## src/rtl/fifo_pair_adaptive.sv

```systemverilog
module fifo_pair_adaptive #(
  parameter int DW        = 32,
  parameter int PHYS      = 32,
  parameter int FSW       = 6,
  parameter int SMALL_DEP = 4,
  localparam int AW = $clog2(PHYS),
  localparam int CW = AW + 1
) (
  input  logic          clk,
  input  logic          rst_n,
  input  logic          big_en,
  input  logic [FSW-1:0] frame_bits,
  input  logic          tx_push,
  input  logic [DW-1:0] tx_wdata,
  input  logic          tx_pop,
  output logic [DW-1:0] tx_rdata,
  input  logic          rx_push,
  input  logic [DW-1:0] rx_wdata,
  input  logic          rx_pop,
  output logic [DW-1:0] rx_rdata,
  output logic [11:0]   status,
  output logic          rx_ovf_pulse
);

  logic [CW-1:0] dep_sel, dep_q;
  always_comb begin
    if (!big_en)                      dep_sel = CW'(SMALL_DEP);
    else if (frame_bits <= FSW'(8))   dep_sel = CW'(PHYS);
    else if (frame_bits <= FSW'(16))  dep_sel = CW'(PHYS / 2);
    else                              dep_sel = CW'(PHYS / 4);
  end

  wire dep_chg = dep_sel != dep_q;

  logic [DW-1:0] tx_mem [PHYS];
  logic [DW-1:0] rx_mem [PHYS];
  logic [AW-1:0] tx_wp, tx_rp, rx_wp, rx_rp;
  logic [CW-1:0] tx_cnt, rx_cnt;
  logic          ovf_q;

  wire tx_full  = tx_cnt == dep_q;
  wire rx_full  = rx_cnt == dep_q;
  wire tx_empty = tx_cnt == '0;
  wire rx_empty = rx_cnt == '0;

  wire tx_wr = tx_push && !tx_full && !dep_chg;
  wire tx_rd = tx_pop && !tx_empty && !dep_chg;
  wire rx_wr = rx_push && !rx_full && !dep_chg;
  wire rx_rd = rx_pop && !rx_empty && !dep_chg;
  wire rx_drop = rx_push && rx_full && !dep_chg;

  always_ff @(posedge clk) begin
    if (tx_wr) tx_mem[tx_wp] <= tx_wdata;
    if (rx_wr) rx_mem[rx_wp] <= rx_wdata;
  end

  always_ff @(posedge clk or negedge rst_n) begin
    if (!rst_n) begin
      dep_q <= CW'(SMALL_DEP);
      tx_wp <= '0; tx_rp <= '0; tx_cnt <= '0;
      rx_wp <= '0; rx_rp <= '0; rx_cnt <= '0;
      ovf_q <= 1'b0;
      rx_ovf_pulse <= 1'b0;
    end else begin
      dep_q <= dep_sel;
      rx_ovf_pulse <= rx_drop;
      if (rx_drop)     ovf_q <= 1'b1;
      else if (rx_pop) ovf_q <= 1'b0;
      if (dep_chg) begin
        tx_wp <= '0; tx_rp <= '0; tx_cnt <= '0;
        rx_wp <= '0; rx_rp <= '0; rx_cnt <= '0;
      end else begin
        if (tx_wr) tx_wp <= tx_wp + 1'b1;
        if (tx_rd) tx_rp <= tx_rp + 1'b1;
        if (rx_wr) rx_wp <= rx_wp + 1'b1;
        if (rx_rd) rx_rp <= rx_rp + 1'b1;
        tx_cnt <= tx_cnt + CW'(tx_wr) - CW'(tx_rd);
        rx_cnt <= rx_cnt + CW'(rx_wr) - CW'(rx_rd);
      end
    end
  end

  assign tx_rdata = tx_empty ? '0 : tx_mem[tx_rp];
  assign rx_rdata = rx_empty ? '0 : rx_mem[rx_rp];

  assign status = {tx_cnt == CW'(1), tx_empty, tx_cnt == dep_q - 1'b1, tx_full,
                   rx_cnt == CW'(1), rx_empty, rx_cnt == dep_q - 1'b1, rx_full,
                   1'b0, ovf_q, 2'b00};

  AST_CNT_BOUND: assert property (@(posedge clk) disable iff (!rst_n)
    tx_cnt <= dep_q && rx_cnt <= dep_q);
  AST_TX_FULL_DROP: assert property (@(posedge clk) disable iff (!rst_n)
    (tx_cnt == dep_q && tx_push && !tx_pop && dep_sel == dep_q) |=> $stable(tx_cnt));
  AST_RX_OVF_SET: assert property (@(posedge clk) disable iff (!rst_n)
    (rx_cnt == dep_q && rx_push && dep_sel == dep_q) |=> (status[2] && rx_ovf_pulse));
  AST_EMPTY_POP_HOLD: assert property (@(posedge clk) disable iff (!rst_n)
    (rx_cnt == '0 && rx_pop && dep_sel == dep_q) |=> $stable(rx_rp));
  AST_DEPTH_FLUSH: assert property (@(posedge clk) disable iff (!rst_n)
    (dep_sel != dep_q) |=> (tx_cnt == '0 && rx_cnt == '0));

endmodule

```

## config.mk

```make
export PLATFORM = sky130hd
export DESIGN_NAME = fifo_pair_adaptive
export DESIGN_NICKNAME = d
export VERILOG_FILES = /design/src/rtl/fifo_pair_adaptive.sv
export SDC_FILE = /design/constraint.sdc
export NUM_CORES = 2
export LEC_CHECK = 0
export ABC_AREA = 1
export BUFFER_PORTS_ARGS = -buffer_cell sky130_fd_sc_hd__buf_4
export CAP_MARGIN = 40
export CORE_UTILIZATION = 24
export CTS_CLUSTER_DIAMETER = 100
export CTS_CLUSTER_SIZE = 30
export DETAILED_ROUTE_END_ITERATION = 12
export GPL_TIMING_DRIVEN = 0
export MAX_ROUTING_LAYER = met4
export PLACE_DENSITY = 0.35
export SYNTH_ARGS = -nofsm -noshare
export SYNTH_HDL_FRONTEND = slang
export SYNTH_SLANG_ARGS = --single-unit
export TNS_END_PERCENT = 50
```

## constraint.sdc

```tcl
create_clock -name clk -period 8.47 [get_ports clk]
set_clock_uncertainty 0.1 [all_clocks]
set_input_delay 0.4235 -clock clk [delete_from_list [all_inputs] [get_ports clk]]
set_output_delay 0.4235 -clock clk [all_outputs]
set_load 0.05 [all_outputs]
```

# --- After elaboration in Yosys (flattened, before gate mapping) ---
# Memories as Yosys holds them, arrays and structs flattened.
# Cells that the tools add are included.
word_totals:
  register_bits: 40
  ramBits: 2048
  inputBits: 77
  output_inout_bits: 77
  wordCells: 72
  n_memories: 2
op_classes:
  add_sub_neg: 9
  n_lt_le_gt_ge: 2
  n_eq_ne: 7
  n_mux: 21
  reduce_logical: 22
memory_table:
  columns: ["name", "depth", "width", "rd", "rd_ports_with_merged_regs", "wr", "line", "rtl"]
  rows:
  - ["rx_mem", 32, 32, 1, 0, 1, "36", "logic [DW-1:0] rx_mem [PHYS];"]
  - ["tx_mem", 32, 32, 1, 0, 1, "35", "logic [DW-1:0] tx_mem [PHYS];"]
op_table:
  columns: ["operator", "count"]
  rows:
  - ["two-way mux 32 bit", 2]
  - ["two-way mux 5 bit", 9]
  - ["== test 6 bit", 4]
  - ["two-way mux 6 bit", 4]
  - ["adder 5 x 1 -> 5 bit (second input constant)", 4]
  - ["adder 6 x 1 -> 6 bit", 2]
  - ["== test 6 x 1 -> 1 bit (second input constant)", 2]
  - ["zero test 6 bit", 2]
  - ["subtractor 6 x 1 -> 6 bit", 2]
  - ["logical AND 1 bit", 10]
  - ["nonzero test 2 bit", 5]
  - ["<= comparator 6 x 4 -> 1 bit (second input constant)", 1]
  - ["<= comparator 6 x 5 -> 1 bit (second input constant)", 1]
  - ["two-way mux 1 bit", 6]
  - ["!= test 6 bit", 1]
  - ["subtractor 6 x 1 -> 6 bit (second input constant)", 1]
  - ["zero test 1 bit", 5]

# --- Longest topological paths before layout ---
logic_depth:
  depth_word: 10
  mapped_depth: 20
  ltp_nobuf: 19

# --- Least setup slack after synthesis ---
# Ideal clock, no wire load.
synth_timing:
  path_kind: "input to register"
  start: "input port frame_bits[0]"
  end: "memory tx_mem[0][0], enable pin"
  setup_time_ns: 0.421
  t_arrival_ns: 2.838
  required_time_ns: 7.949
  setup_slack_ns: 5.111
  stages: 10
  path_buffers: 1
  cell_sequence: "nor2_1 nand2_1 nand2_1 nand3_1 nand2_1 nand3_1 nor2_1 buf_4 nand4_1 nor2_1"
synth_via:
  elab_chain_cells: 9
  word_cells_on_any_way: 10
  classes_between: "order compare (2); eq/ne (1); mux (5); reduce/logical (2)"
synth_rtl:
  columns: ["element", "line", "rtl"]
  rows:
  - ["start, declared", "12", "input logic [FSW-1:0] frame_bits,"]
  - ["<= comparator 6 x 5 -> 1 bit", "29", "else if (frame_bits <= FSW'(16)) dep_sel = CW'(PHYS / 2);"]
  - ["two-way mux 5 bit", "29", null]
  - ["two-way mux 6 bit *", "28", "else if (frame_bits <= FSW'(8)) dep_sel = CW'(PHYS);"]
  - ["two-way mux 6 bit *", "27", "if (!big_en) dep_sel = CW'(SMALL_DEP);"]
  - ["!= test 6 bit *", "33", "wire dep_chg = dep_sel != dep_q;"]
  - ["zero test 1 bit *", "46", "wire tx_wr = tx_push && !tx_full && !dep_chg;"]
  - ["logical AND 1 bit *", "46", null]
  - ["two-way mux 1 bit *", "53", "if (tx_wr) tx_mem[tx_wp] <= tx_wdata;"]
  - ["two-way mux 1 bit (implied by the code) *", "53", null]
  - ["end, declared", "35", null]
# Every way passes the cells marked *; elsewhere a longest branch is shown, timed or not.

# --- Worst setup path after layout ---
layout_timing:
  start: "register tx_rp[0]"
  end: "output port tx_rdata[29]"
layout_via:
  elab_chain_cells: 2
layout_rtl:
  columns: ["element", "line", "rtl"]
  rows:
  - ["start, declared", "37", "logic [AW-1:0] tx_wp, tx_rp, rx_wp, rx_rp;"]
  - ["start signal, assigned", "74", "if (tx_rd) tx_rp <= tx_rp + 1'b1;"]
  - ["memory (32 x 32 bit)", null, null]
  - ["two-way mux 32 bit", "83", "assign tx_rdata = tx_empty ? '0 : tx_mem[tx_rp];"]
  - ["end, declared", "16", "output logic [DW-1:0] tx_rdata,"]
# No other way between the ends.

==> impl_metrics.py <==
metrics = {
    "drt": {
        "drt-initial-drc-count": 4722,
        "finalWirelength_mm": 338,
        "drc": 0,
        "dr.pass1.iters": 5,
        "viasPerCell": 4.68,
        "ant_nets": 0,
        "vias": 55085,
        "avgRoutedWirePerCell_um": 28.7,
    },
    "outcome": {
        "status": "finished, final reports clean",
    },
    "critical_path": {
        "criticalPathCategory": "reg2out",
        "crit_path_max_fanout": 10,
        "critPathLaunchType": "flop",
        "end_kind": "primary output",
        "required_ns": 7.95,
        "arrival_ns": 4.79,
        "r2r_setup_slack_ns": 4.70,
    },
    "logic_synthesis": {
        "yosysTopAreaCellShare_pct": 73.7,
        "syn_inst": 6633,
        "async_flop_share_pct": 1.82,
        "yosys.area.top_type": "edfxtp_1",
        "synth_seq_cells": 2086,
        "netlist_area_um2": 83500,
        "synthTopCellsByCount": "2048 x edfxtp_1, 1544 x nor2_1, 925 x o21ai_0",
        "avgSynthCellArea_um2": 12.6,
        "synth-seq-area-share_pct": 74.8,
        "synth-edff-count": 2048,
        "ys_types": 35,
        "synth_flop_cell": "edfxtp_1",
        "yosys_warnings": 0,
        "synthTopCellsByArea": "edfxtp_1 74%, nor2_1 6.9%, o21ai_0 5.5%",
        "synth_most_common_cell": "edfxtp_1",
    },
    "timing": {
        "setup_slack_ns": 3.15,
        "final_max_slew_viol_count": 0,
        "final_hold_viol_count": 0,
        "rsz0062_at_grt": "false",
        "post-route-min-period_ns": 5.32,
        "hold_slack_ns": 0.207,
        "finalCritPeriodShare_pct": 62.8,
        "setup_viol": 0,
        "slew_headroom_pct": 37.2,
        "tightest_slew_ns": 0.942,
        "finalSetupTns_ns": 0,
        "fmax_mhz": 188,
    },
    "floorplan": {
        "start_util_pct": 24.1,
        "die-height_um": 592,
        "die_x_um": 592,
        "die-area_um2": 350000,
        "row_count": 216,
        "io_pins": 154,
        "core_um2": 346000,
    },
    "cells_and_area": {
        "syn_to_final_growth_pct": 17.1,
        "fin_nets": 7209,
        "drive_gt1_share_pct": 9.78,
    },
    "clock_network": {
        "numCtsBuffers": 109,
        "cts_tree": "done",
        "h-tree-depth": 3,
        "root_buffer": "clkbuf_16",
        "clk_pin_slew_ns": 0.10,
        "cts.path.max_buffers": 4,
        "clk_latency_ns": 0.90,
        "cts_sinks": 2086,
        "cts_resized": 0,
    },
    "pwr": {
        "powerDensity_nw_per_um2": 191,
        "peakVddDrop_v": 0.000156,
        "leakagePower_uw": 0.0316,
    },
    "global_routing": {
        "antenna_found_initial": 22,
        "grt_pass1_wl_mm": 461,
        "grt_pass1_vias": 53830,
        "grt_max_degree": 33,
        "grt_usage_pct": 19.4,
        "grt-ovfl-total": 0,
    },
    "placed_design": {
        "place_hpwl_mm": 237,
        "post-place-ws_ns": 4.10,
        "place.gp.congestion": 0.828,
        "port_buffers": 149,
    },
    "worst_hold_path": {
        "min_path_type": "in2reg",
    },
    "run": {
        "cap_violations": 0,
    },
}
## path summary, 6_finish.rpt
| check | endpoint | cells after the start | start |
|---|---|---|---|
| setup / recovery | tx_rdata[29] | 11 | tx_rp[0] |
| hold / removal | dep_q[2] | 3 | big_en |
| setup reg to reg | tx_mem[16][12] | 12 | dep_q[4] |
| hold reg to reg | ovf_q | 2 | ovf_q |
| max in group asynchronous | tx_rp[2] | 4 | rst_n |
| min in group asynchronous | rx_rp[0] | 3 | rst_n |
## critical path, stage by stage, from the launching register on
cell and delay, ns:
dfrtp_1 0.48, inv_2 0.33, buf_4 0.29, buf_4 0.38, clkbuf_1 0.58, o21ai_0 0.16, o22ai_1 0.18, nand2_1 0.08
nand3_1 0.26, nor2_1 0.09, nor2_1 0.68, buf_4 0.34
## report_power, final
part / total (uW) / leakage, uW / internal (uW) / switching, uW
clock: 6640 / 0.00182 / 2720 / 3920
combinational: 653 / 0.0108 / 138 / 515
sequential: 11300 / 0.0189 / 11300 / 6.49
## registers in the layout, summed over array words and instances, names as in the netlist, 5 cells and up
signal and cells:
rx_mem 1024, tx_mem 1024, rx_cnt 6, tx_wp 5
rx_wp 5, rx_rp 5, tx_cnt 6, tx_rp 5
## cell type report
type                            count  area [um2]
Inverter                          119         449
Clock buffer                      117        2780
Clock inverter                     79         998
Fill cell                       35541      249000
Timing Repair Buffer              357        4220
Buffer                            441        2070
Antenna cell                       10        25.0
Sequential cell                  2086       62500
Multi-Input combinational cell   3989       19000
Tap cell                         4578        5730
## layout by cell type, fill, tap and decap left out, types with 7 or more instances in the layout
master / n
clkinv_4: 10
ha_1: 27
buf_2: 119
inv_6: 8
inv_1: 114
inv_8: 14
xnor2_1: 10
buf_6: 49
clkbuf_16: 110
dfrtp_1: 37
o21ai_1: 137
o21ai_0: 925
nand4_1: 27
clkinv_1: 7
nand3_1: 246
o211ai_1: 161
dlygate4sd3_1: 79
clkbuf_1: 248
edfxtp_1: 2048
buf_4: 179
clkinv_2: 9
buf_1: 33
nor2_4: 64
diode_2: 10
buf_8: 20
o22ai_1: 229
a21oi_1: 81
buf_16: 16
buf_12: 62
a22oi_1: 32
clkinv_8: 9
xor2_1: 9
nand2_1: 540
nor2_1: 1479
## logic make-up (layout without fill, tap and decap cells)
kind of cell               Yosys count  count (layout)  synth area share, %
xor gates and xnor gates            19              19                0.199
and+or+nand+nor                   2372            2372                 11.2
DFF                               2086            2086                 74.8
adders and majority gates           29              29                0.453
buffers and inverters              560            1113                 3.02
AOI/OAI and AO/OA                 1566            1566                 10.3
other                                1              13              0.00449
## through the flow
| step | total power (uW) | std cells | utilization (%) | area (um2) |
|---|---|---|---|---|
| detailed placement | 12200 | 11490 | 26.9 | 93100 |
| CTS | 18800 | 11766 | 28.2 | 97700 |
| global placement | 12200 | 11362 | 26.1 | 90300 |
| floorplan | 11800 | 6635 | - | 83500 |
| global route | 19100 | 11771 | 28.2 | 97700 |
| finish | 18600 | 11776 | 28.2 | 97700 |
## routing by layer
| layer | global-route usage (%) | share of wire, % | wire length (um) | vias up |
|---|---|---|---|---|
| met3 | 1.56 | 3.6 | 12200 | 276 |
| met5 | - | 0 | 0 | - |
| met2 | 33.2 | 50 | 168000 | 1270 |
| met4 | 4.27 | 2.4 | 8040 | 0 |
| li1 | - | - | - | 24895 |
| met1 | 25.2 | 44 | 149000 | 28644 |
## timing repair
action / CTS / global route
setup endpoints to repair: 0 / 0
setup buffers: 0 / 0
hold endpoints to repair: 2103 / 0
hold buffers: 80 / 0
(Power assumes the default switching activity.)
